==> src/rtl/uart_rxf_pkg.sv <==
package uart_rxf_pkg;
  typedef enum logic [1:0] {
    REG_CTRL = 2'd0,
    REG_STAT = 2'd1,
    REG_ERR  = 2'd2,
    REG_RBUF = 2'd3
  } rxf_reg_e;

  localparam int CTRL_EN    = 0;
  localparam int CTRL_RXCLR = 1;
  localparam int CTRL_TXCLR = 2;

  localparam int STAT_RXFULL = 8;
  localparam int STAT_RXERR  = 9;
  localparam int STAT_TXLVL  = 16;
  localparam int STAT_TXFULL = 24;

  typedef struct packed {
    logic brk;
    logic frm;
    logic par;
    logic ovr;
  } rxf_err_t;
endpackage

==> src/rtl/rxf_storage.sv <==
module rxf_storage #(
  parameter int DEPTH = 16,
  parameter int W     = 8,
  localparam int PTR_W = $clog2(DEPTH)
) (
  input  logic             clk,
  input  logic             wr_en,
  input  logic [PTR_W-1:0] wr_ptr,
  input  logic [W-1:0]     wr_data,
  input  logic             rd_en,
  input  logic [PTR_W-1:0] rd_ptr,
  output logic [W-1:0]     rd_q
);
  logic [W-1:0] mem [DEPTH];

  always_ff @(posedge clk) begin
    if (wr_en) mem[wr_ptr] <= wr_data;
    if (rd_en) rd_q <= mem[rd_ptr];
  end
endmodule

==> src/rtl/rxf_ptrs.sv <==
module rxf_ptrs #(
  parameter int DEPTH = 16,
  localparam int PTR_W = $clog2(DEPTH),
  localparam int CNT_W = $clog2(DEPTH + 1)
) (
  input  logic             clk,
  input  logic             rst,
  input  logic             flush,
  input  logic             push,
  input  logic             pop,
  output logic [PTR_W-1:0] wr_ptr,
  output logic [PTR_W-1:0] rd_ptr,
  output logic [CNT_W-1:0] count,
  output logic             full,
  output logic             empty
);
  function automatic logic [PTR_W-1:0] step(input logic [PTR_W-1:0] p);
    return (p == PTR_W'(DEPTH - 1)) ? '0 : p + PTR_W'(1);
  endfunction

  always_ff @(posedge clk) begin
    if (rst || flush) begin
      wr_ptr <= '0;
      rd_ptr <= '0;
      count  <= '0;
    end else begin
      if (push) wr_ptr <= step(wr_ptr);
      if (pop)  rd_ptr <= step(rd_ptr);
      unique case ({push, pop})
        2'b10:   count <= count + CNT_W'(1);
        2'b01:   count <= count - CNT_W'(1);
        default: count <= count;
      endcase
    end
  end

  assign full  = (count == CNT_W'(DEPTH));
  assign empty = (count == '0);

  a_r5_count_bound: assert property (@(posedge clk) disable iff (rst)
    count <= CNT_W'(DEPTH));
  a_r6_no_push_when_full: assert property (@(posedge clk) disable iff (rst)
    full |-> !push);
  a_r7_no_pop_when_empty: assert property (@(posedge clk) disable iff (rst)
    empty |-> !pop);
  a_r3_flush_empties: assert property (@(posedge clk) disable iff (rst)
    flush |=> (count == '0));
  a_r4_push_grows: assert property (@(posedge clk) disable iff (rst)
    (!flush && push && !pop) |=> (count == $past(count) + CNT_W'(1)));
endmodule

==> src/rtl/rxf_errstat.sv <==
module rxf_errstat
  import uart_rxf_pkg::*;
(
  input  logic     clk,
  input  logic     rst,
  input  rxf_err_t set_i,
  input  logic     clr_i,
  output rxf_err_t err_q
);
  always_ff @(posedge clk) begin
    if (rst) err_q <= '0;
    else     err_q <= (clr_i ? rxf_err_t'('0) : err_q) | set_i;
  end

  a_r9_clear_on_read: assert property (@(posedge clk) disable iff (rst)
    (clr_i && set_i == '0) |=> (err_q == '0));
  a_r9_sticky: assert property (@(posedge clk) disable iff (rst)
    !clr_i |=> ((err_q & $past(err_q)) == $past(err_q)));
endmodule

==> src/rtl/uart_rx_fifo_status.sv <==
module uart_rx_fifo_status
  import uart_rxf_pkg::*;
#(
  parameter int DEPTH  = 16,
  parameter int ADDR_W = 6
) (
  input  logic              clk,
  input  logic              rst,
  input  logic              bus_wr,
  input  logic              bus_rd,
  input  logic [ADDR_W-1:0] bus_addr,
  input  logic [31:0]       bus_wdata,
  output logic [31:0]       bus_rdata,
  output logic              bus_rvalid,
  input  logic              rx_valid,
  input  logic [7:0]        rx_byte,
  input  logic              rx_break,
  input  logic              rx_parity_err,
  input  logic              rx_frame_err,
  input  logic [7:0]        tx_level,
  input  logic              tx_full,
  output logic              data_ready,
  output logic              err_pulse,
  output logic              rx_pulse,
  output logic              tx_flush
);
  localparam int PTR_W = $clog2(DEPTH);
  localparam int CNT_W = $clog2(DEPTH + 1);

  // Bus decode
  logic     addr_hit;
  rxf_reg_e sel;
  logic     wr_cyc, rd_cyc, ctrl_wr, rbuf_rd, err_rd;

  assign addr_hit = ((bus_addr >> 4) == '0) && (bus_addr[1:0] == 2'b00);
  assign sel      = rxf_reg_e'(bus_addr[3:2]);
  assign wr_cyc   = bus_wr && addr_hit;
  assign rd_cyc   = bus_rd && !bus_wr && addr_hit;
  assign ctrl_wr  = wr_cyc && (sel == REG_CTRL);
  assign rbuf_rd  = rd_cyc && (sel == REG_RBUF);
  assign err_rd   = rd_cyc && (sel == REG_ERR);

  // Control word
  logic [31:0] ctrl_q;
  logic        en;
  logic        flush;
  assign en    = ctrl_q[CTRL_EN];
  assign flush = ctrl_wr && bus_wdata[CTRL_RXCLR];

  always_ff @(posedge clk) begin
    if (rst) begin
      ctrl_q   <= '0;
      tx_flush <= 1'b0;
    end else begin
      tx_flush <= ctrl_wr && bus_wdata[CTRL_TXCLR];
      if (ctrl_wr) begin
        ctrl_q <= bus_wdata & ~((32'd1 << CTRL_RXCLR) | (32'd1 << CTRL_TXCLR));
      end
    end
  end

  // Receive side
  logic             rx_in;
  logic [7:0]       rx_dat;
  logic             full, empty;
  logic             push, pop, underflow, drop_fifo, drop_hold;
  logic [PTR_W-1:0] wr_ptr, rd_ptr;
  logic [CNT_W-1:0] count;
  logic [7:0]       mem_q;

  assign rx_in     = rx_valid || rx_break;
  assign rx_dat    = rx_break ? 8'h00 : rx_byte;
  assign pop       = rbuf_rd && en && !empty;
  assign underflow = rbuf_rd && en && empty;
  assign push      = rx_in && en && !full && !flush;
  assign drop_fifo = rx_in && en && full && !flush;

  rxf_ptrs #(.DEPTH(DEPTH)) u_ptrs (
    .clk   (clk),
    .rst   (rst),
    .flush (flush),
    .push  (push),
    .pop   (pop),
    .wr_ptr(wr_ptr),
    .rd_ptr(rd_ptr),
    .count (count),
    .full  (full),
    .empty (empty)
  );

  rxf_storage #(.DEPTH(DEPTH), .W(8)) u_mem (
    .clk    (clk),
    .wr_en  (push),
    .wr_ptr (wr_ptr),
    .wr_data(rx_dat),
    .rd_en  (pop),
    .rd_ptr (rd_ptr),
    .rd_q   (mem_q)
  );

  // Holding register for the FIFO-disabled mode
  logic       hold_vld_q;
  logic [7:0] hold_q;
  logic       hold_load;
  assign hold_load = rx_in && !en;
  assign drop_hold = hold_load && hold_vld_q && !rbuf_rd;

  always_ff @(posedge clk) begin
    if (rst) begin
      hold_vld_q <= 1'b0;
      hold_q     <= '0;
    end else if (hold_load) begin
      hold_vld_q <= 1'b1;
      hold_q     <= rx_dat;
    end else if (rbuf_rd && !en) begin
      hold_vld_q <= 1'b0;
    end
  end

  // Error word
  rxf_err_t err_set, err_q;
  always_comb begin
    err_set     = '0;
    err_set.ovr = drop_fifo || drop_hold;
    err_set.par = rx_valid && rx_parity_err;
    err_set.frm = rx_valid && rx_frame_err;
    err_set.brk = rx_break;
  end

  rxf_errstat u_err (
    .clk  (clk),
    .rst  (rst),
    .set_i(err_set),
    .clr_i(err_rd),
    .err_q(err_q)
  );

  // Event pulses
  always_ff @(posedge clk) begin
    if (rst) begin
      err_pulse <= 1'b0;
      rx_pulse  <= 1'b0;
    end else begin
      err_pulse <= (err_set != '0) || underflow;
      rx_pulse  <= rx_in;
    end
  end

  assign data_ready = en ? !empty : hold_vld_q;

  // Status word
  logic [7:0]  cnt8;
  logic [31:0] stat_word;
  always_comb begin
    cnt8 = '0;
    cnt8[CNT_W-1:0] = count;
    stat_word = '0;
    stat_word[7:0] = full ? 8'h00 : cnt8;
    stat_word[STAT_RXFULL] = full;
    stat_word[STAT_RXERR]  = (err_q != '0);
    stat_word[STAT_TXLVL +: 8] = tx_level;
    stat_word[STAT_TXFULL] = tx_full;
  end

  // Read path: one registered stage, byte from memory selected afterwards
  logic [31:0] word_q;
  logic        src_mem_q;
  always_ff @(posedge clk) begin
    if (rst) begin
      word_q     <= '0;
      src_mem_q  <= 1'b0;
      bus_rvalid <= 1'b0;
    end else begin
      bus_rvalid <= bus_rd && !bus_wr;
      src_mem_q  <= pop;
      word_q     <= '0;
      if (rd_cyc) begin
        unique case (sel)
          REG_CTRL: word_q <= ctrl_q;
          REG_STAT: word_q <= stat_word;
          REG_ERR:  word_q <= {28'd0, err_q};
          REG_RBUF: word_q <= en ? 32'd0 : {24'd0, hold_q};
          default:  word_q <= '0;
        endcase
      end
    end
  end

  assign bus_rdata = src_mem_q ? {24'd0, mem_q} : word_q;

  a_r13_read_valid: assert property (@(posedge clk) disable iff (rst)
    (bus_rd && !bus_wr) |=> bus_rvalid);
  a_r12_rx_event: assert property (@(posedge clk) disable iff (rst)
    rx_in |=> rx_pulse);
  a_r7_underflow_err: assert property (@(posedge clk) disable iff (rst)
    (rbuf_rd && en && empty) |=> (err_pulse && bus_rdata == 32'd0));
  a_r10_hold_cleared: assert property (@(posedge clk) disable iff (rst)
    (rbuf_rd && !en && !rx_in) |=> !data_ready);
  a_r2_tx_flush_pulse: assert property (@(posedge clk) disable iff (rst)
    (ctrl_wr && bus_wdata[CTRL_TXCLR]) |=> tx_flush);
  a_r6_drop_keeps_ready: assert property (@(posedge clk) disable iff (rst)
    (drop_fifo && !rbuf_rd) |=> (data_ready && err_pulse));
endmodule

==> config.mk <==
export PLATFORM = sky130hd
export DESIGN_NAME = uart_rx_fifo_status
export DESIGN_NICKNAME = d
export VERILOG_FILES = /design/src/rtl/uart_rxf_pkg.sv /design/src/rtl/rxf_storage.sv /design/src/rtl/rxf_ptrs.sv /design/src/rtl/rxf_errstat.sv /design/src/rtl/uart_rx_fifo_status.sv
export SDC_FILE = /design/constraint.sdc
export NUM_CORES = 1
export LEC_CHECK = 0
export ABC_AREA = 0
export BUFFER_PORTS_ARGS = -buffer_cell sky130_fd_sc_hd__buf_2
export CAP_MARGIN = 20
export CORE_MARGIN = 2
export CORE_UTILIZATION = 50
export DETAILED_ROUTE_END_ITERATION = 16
export PLACE_DENSITY = 0.67
export SYNTH_ARGS = -nofsm -noshare
export SYNTH_HDL_FRONTEND = slang
export SYNTH_SLANG_ARGS = --single-unit
==> constraint.sdc <==
create_clock -name clk -period 3.7 [get_ports clk]
set_input_delay 0.37 -clock clk [delete_from_list [all_inputs] [get_ports clk]]
set_output_delay 0.37 -clock clk [all_outputs]
set_load 0.01 [all_outputs]
Word-level counts from Yosys, hierarchy flattened
Memories as Yosys holds them, arrays and structs flattened. A register that Yosys moved wholly into a read port is not among the register bits.
Cells that the tools add are included.

word-level totals
  flip-flop bits (word level) = 93
  latch bits = 0
  bits in writable memories = 128
  memory bits (read-only) = 0
  input bits = 63
  output and inout bits = 37
  word-level logic and storage cells = 87
  memories kept = 1

cells by class
  $add $sub $neg = 4
  $mul = 0
  div/mod/pow operators = 0
  magnitude comparators = 0
  equal/unequal tests = 8
  shifts and indexed selects = 0
  mux-type cells = 14
  bitwise gates (word level) = 2
  reduce and logical (&&, ||, !) cells = 42

memories
  memory     depth  width  rd ports  clocked after memory_dff  wr ports  RTL line           text
  u_mem.mem  16     8      1         1                         1         rxf_storage.sv:14  logic [W-1:0] mem [DEPTH];

operators with widths
  cell                 number
  $pmux 32 s4          1
  $mux 32              1
  $logic_and 1x1->1    23
  $mux 8               2
  $mux 4               3
  $pmux 5 s2           1
  $add 4x1->4 const B  2
  $eq 4x4->1 const B   2
  $reduce_bool 4->1    2
  $eq 2x2->1 const B   3
  $logic_not 1->1      6
  $logic_not 6->1      1
  $add 5x1->5 const B  1
  $eq 5x5->1 const B   1
  $logic_not 5->1      1
  $mux 1               5
  $mux 5               1
  $sub 5x1->5 const B  1
  $eq 2x1->1 const B   2
  $logic_not 2->1      2
  $logic_or 1x1->1     4
  $or 4x4->4           1
  $reduce_bool 2->1    2
  $reduce_or 2->1      1
  $not 1->1            1

Depth between registers and ports, before layout
  depth in word-level cells = 10
  depth in mapped cells = 12
  mapped depth without buffers = 10

Modules after synthesis
Synthesis repeated with hierarchy kept, for this count alone.

second synthesis, totals
  cells, all modules = 685
  area total of the unflattened synthesis = 9223.8 um^2

modules (own cells, without submodules)
  module               times used  cells an instance  area an instance (um^2)  seq. area each (um^2)
  rxf_storage          1           229                5227.5                   4083.9
  uart_rx_fifo_status  1           349                3085.5                   1521.5
  rxf_ptrs             1           91                 770.7                    260.2
  rxf_errstat          1           16                 140.1                    80.1

Least setup slack after synthesis
OpenSTA, ideal clock, no wires.

  path type = reg-to-reg
  from = register u_ptrs.count[1]
  to = register u_ptrs.count[4]
  setup time = 0.072 ns
  data arrival time = 2.899 ns
  required time = 3.628 ns
  setup slack = 0.729 ns
  cell stages (with the launch flop) = 13
  path buffers = 2
  period minus slack after synthesis = 2.971 ns
  cell sequence = dfxtp_1 -> buf_6 -> or4_4 -> o2111ai_4 -> inv_1 -> ha_1 -> clkbuf_1 -> xor2_1 -> ha_1 -> a21oi_1 -> or3_1 -> a31oi_1 -> mux2i_1

on the way
  elaborated cells between the ends (all ways) = 13
  classes of those cells = add/sub (2); eq/ne (3); mux (1); reduce/logical (7)

RTL lines
  item                                             RTL line                   text
  start: declaration                               rxf_ptrs.sv:13             output logic [CNT_W-1:0] count,
  start signal: assignment                         rxf_ptrs.sv:30             2'b10: count <= count + CNT_W'(1);
  start signal: assignment                         rxf_ptrs.sv:31             2'b01: count <= count - CNT_W'(1);
  start signal: assignment                         rxf_ptrs.sv:32             default: count <= count;
  $logic_not 5->1 *                                rxf_ptrs.sv:38             assign empty = (count == '0);
  $logic_not 1->1 *                                uart_rx_fifo_status.sv:73  assign pop = rbuf_rd && en && !empty;
  $logic_and 1x1->1 *                              uart_rx_fifo_status.sv:73
  via pop                                          uart_rx_fifo_status.sv:66  logic push, pop, underflow, drop_fifo, drop_hold;
  $eq 2x1->1 or $eq 2x2->1 (tied branches)         rxf_ptrs.sv:29             unique case ({push, pop})
  $pmux 5 s2 or $reduce_bool 2->1 (tied branches)  n/a

The timed path passes the listed nets; every way through them passes the cells marked *.
A chain may end at the register's enable or synchronous reset.

Final worst setup path
  from = register u_ptrs.count[0]
  to = register u_ptrs.count[2]

Same word-level chain as after synthesis.

==> qor.yml <==
cts.hold.buffers_added: 0
postLayoutCellArea_sq_mm: 0.01083
antenna-diode-count: 0
num_rows: 49
cp_data_arrival_time_ns: 3.51
synth.largest_area_cell: "sky130_fd_sc_hd__edfxtp_1"
synth_seq_area_share: 0.6409
antenna_found_initial: 0
grt_first_pass_wirelength_mm: 31.09
post_route_cells_drive_above_1_share: 0.2369
yosys-top-cells-area: "sky130_fd_sc_hd__edfxtp_1, sky130_fd_sc_hd__dfxtp_1, sky130_fd_sc_hd__mux4_1"
slew_viol_final: 0
insertion_delay_ns: 0.51
r2r_setup_slack_ns: 0.62
layout_min_cycle_time_ns: 3.083
die_w_microns: 140.2
share_clk_of_total_power: 0.458
totalNegativeSetupSlack_ns: 0
grt_util_met2: 0.3297
netlist.area_leader.share: 0.4402
dieArea_sq_mm: 0.01966
worst_setup_path_start_kind: "register"
tightestPinTransition_ns: 0.9388
yosys_warnings: 0
placed_cell_area_sq_mm: 0.009956
route.final.wire_length_mm: 19.69
grt_use_met1: 0.2737
status: "finished clean"
synth_edf_count: 136
maxSlewHeadroom: 0.3742
post-cts-setup-buffer-count: 0
internal_portion_of_total_power_mw: 4.250
grt_usage: 0.2027
netlist-cell-type-count: 54
final_hold_vio_count: 0
dieHeight_microns: 140.2
port-buffer-count: 99
crit_path_max_fanout: 9
min-delay-path-class: "input pin to register"
powerDensity_mw_per_mm2: 487.6
timing.clock.skew_ns: 0.01258
syn_area_sq_mm: 0.009278
drtPass1Iterations: 5
r2r_cells: 10
peakVddDrop_uv: 404.2
min-delay-start: "bus_wdata[11]"
drc: 0
ys.flop_type: "sky130_fd_sc_hd__edfxtp_1"
r2r-end: "u_ptrs.count[2]$_SDFFE_PP0P_"
synthesis.nets: 735
drv_cap: 0
area_growth_syn_to_layout_pct: 16.70
via_count_of_the_first_global_routing_pass: 5708
filler_cell_count: 1385
clock_tree_from_tritoncts: "done"
p_leak_nw: 3.851
worst-setup-path-type: "register to register"
detailedPlacementHpwl_mm: 13.46
met3_usage_in_global_routing: 0.04752
floorplan.core_area_sq_mm: 0.01809
number_of_cells_traversed_by_the_worst_hold_path: 3
regToRegStartpoint: "u_ptrs.count[0]$_SDFFE_PP0P_"
starting_density: 0.5130
worst-endpoint-required_ns: 4.13
clock_h_tree_levels: 1
grt_max_degree: 51
io_pins: 100
setup_viol: 0
cts.repair.resized: 0
grt_most_used_layer: "met2"
clock-sinks: 229
grt_setup_unrepaired: "no"
post-route-period-util: 0.8332
grt-ovfl-total: 0
critPathCaptureType: "register"
p_total_mw: 5.279
vias: 5677
timing.hold.worst_endpoint: "ctrl_q[11]$_SDFFE_PP0N_"
part_of_the_total_power_dissipated_in_combinational_logic: 0.028
gpl.final_weighted_congestion: 0.8261
avgSynthCellArea_sq_um: 13.97
layout_net_count: 839
async_reset_ff_frac: 0
power_switching_mw: 1.029
sw_frac_of_total: 0.1948
first_iter_violations: 436
avgViaCountPerCell: 5.599
max_freq_ghz: 0.3244
ys_ff_latch: 229
routed_wire_per_std_cell_microns: 19.42
cts-root-buf: "sky130_fd_sc_hd__clkbuf_16"
cts_inserted_buffers: 24
cts_buffer_depth: 3
seq_power_share: 0.514
route.antenna.remaining_nets: 0
worst_setup_hold_path_clk_slew_ns: 0.06
synthCells: 664
-- synthesized netlist by cell type, drive strengths merged (2+ instances only) --
cell and count:
nand3 7, edfxtp 136, ha 8, mux2i 22, and2 14, nor3b 2, clkbuf 24, or3 4
o2111ai 2, mux4 42, or4 2, nand2b 4, nor4 3, a32oi 2, nand3b 2, a22oi 9
dfxtp 93, buf 18, nor3 6, a21oi 45, o21ai 10, or2 2, nor2 52, a31oi 4
mux2 8, and3 5, xor2 3, inv 9, nor2b 41, nand2 70, a21o 3
-- registers in the layout, indices dropped and copies added, names as in the netlist --
signal and cells:
tx_flush 1, u_ptrs.rd_ptr 4, hold_vld_q 1, hold_q 8, u_ptrs.count 5, u_mem.mem 128, bus_rvalid 1, src_mem_q 1
rx_pulse 1, ctrl_q 30, u_err.err_q 4, err_pulse 1, u_mem.rd_q 8, word_q 32, u_ptrs.wr_ptr 4
-- logic make-up (layout without fill, tap and decap cells) --
group                      Yosys count  after routing  share of synthesized area
xor gates and xnor gates             3              3                   0.002833
DFF                                229            229                     0.6409
and+or+nand+nor                    219            219                     0.1176
adders and majority gates            8              8                    0.01079
buffers and inverters               51            172                    0.02711
muxes                               72             72                     0.1463
AOI/OAI and AO/OA                   82             82                    0.05449
-- how the worst max path moves through the flow --
stage	depth (start not counted)	start	slack [ns]	endpoint
final	10	u_ptrs.count[0]$_SDFFE_PP0P_	0.62	u_ptrs.count[2]$_SDFFE_PP0P_
after global routing	10	u_ptrs.count[0]$_SDFFE_PP0P_	0.46	u_ptrs.count[2]$_SDFFE_PP0P_
after detailed placement	11	bus_addr[3]	0.61	u_ptrs.count[2]$_SDFFE_PP0P_
after CTS	10	u_ptrs.count[0]$_SDFFE_PP0P_	0.65	u_ptrs.count[2]$_SDFFE_PP0P_
after global placement	11	bus_addr[3]	0.78	u_ptrs.count[4]$_SDFFE_PP0P_
after floorplan	12	u_ptrs.count[1]$_SDFFE_PP0P_	0.73	u_ptrs.count[4]$_SDFFE_PP0P_
-- final cells by class --
class / instances / area, sq um / share of cell area
Sequential cell: 229 / 5947 / 0.5493
Inverter: 9 / 33.78 / 0.003120
Timing Repair Buffer: 120 / 675.6 / 0.06241
Tap cell: 229 / 286.5 / 0.02646
Clock inverter: 10 / 126.4 / 0.01167
Multi-Input combinational cell: 384 / 3080 / 0.2845
Clock buffer: 33 / 676.9 / 0.06252
-- worst max-delay path, cell delays in order (launching register included) --
cell and delay [ns]:
sky130_fd_sc_hd__dfxtp_1 0.39, sky130_fd_sc_hd__or4_4 0.61, sky130_fd_sc_hd__o2111ai_4 0.32, sky130_fd_sc_hd__inv_1 0.11, sky130_fd_sc_hd__ha_1 0.31, sky130_fd_sc_hd__xor2_1 0.19, sky130_fd_sc_hd__ha_1 0.22, sky130_fd_sc_hd__a21oi_1 0.27
sky130_fd_sc_hd__xor2_1 0.12, sky130_fd_sc_hd__or3_1 0.32, sky130_fd_sc_hd__a21oi_1 0.15
-- layout by cell type, fill, tap and decap left out, drive strengths merged, types with 2 or more instances in the layout --
| master | Yosys | layout |
|---|---|---|
| edfxtp | 136 | 136 |
| buf | 18 | 120 |
| dfxtp | 93 | 93 |
| nand2 | 70 | 70 |
| nor2 | 52 | 52 |
| a21oi | 45 | 45 |
| mux4 | 42 | 42 |
| nor2b | 41 | 41 |
| clkbuf | 24 | 33 |
| mux2i | 22 | 22 |
| and2 | 14 | 14 |
| o21ai | 10 | 10 |
| inv | 9 | 10 |
| a22oi | 9 | 9 |
| mux2 | 8 | 8 |
| ha | 8 | 8 |
| nand3 | 7 | 7 |
| nor3 | 6 | 6 |
| and3 | 5 | 5 |
| clkinv | 0 | 5 |
| nand2b | 4 | 4 |
| a31oi | 4 | 4 |
| or3 | 4 | 4 |
| xor2 | 3 | 3 |
| a21o | 3 | 3 |
| bufinv | 0 | 3 |
| nor4 | 3 | 3 |
| nor3b | 2 | 2 |
| nand3b | 2 | 2 |
| a32oi | 2 | 2 |
| or4 | 2 | 2 |
| o2111ai | 2 | 2 |
| or2 | 2 | 2 |
-- per-layer routing --
metal / vias up / part of all wire
li1: 2663 / -
met1: 2756 / 0.42
met2: 210 / 0.48
met3: 48 / 0.073
met4: 0 / 0.029
met5: - / 0
-- power groups by stage --
| stage | logic, mW | clock network (mW) | registers, mW |
|---|---|---|---|
| floorplan | 0.0708 | 0 | 2.77 |
| global placement | 0.138 | 0 | 2.77 |
| detailed placement | 0.141 | 0 | 2.77 |
| CTS | 0.142 | 2.47 | 2.71 |
| global route | 0.162 | 2.58 | 2.71 |
| finish | 0.148 | 2.42 | 2.71 |
-- stage by stage --
stage	std cells	util	setup WS [ns]	hold slack, ns
2_1_floorplan	664	-	0.7295	0.4296
3_3_place_gp	965	0.5505	0.7757	0.4347
3_5_place_dp	965	0.5505	0.6138	0.4421
4_1_cts	1008	0.5949	0.6525	0.08854
5_1_grt	1014	0.5986	0.4608	0.09578
6_report	1014	0.5986	0.6173	0.09731
No activity file was read; power rests on OpenSTA's default activity.
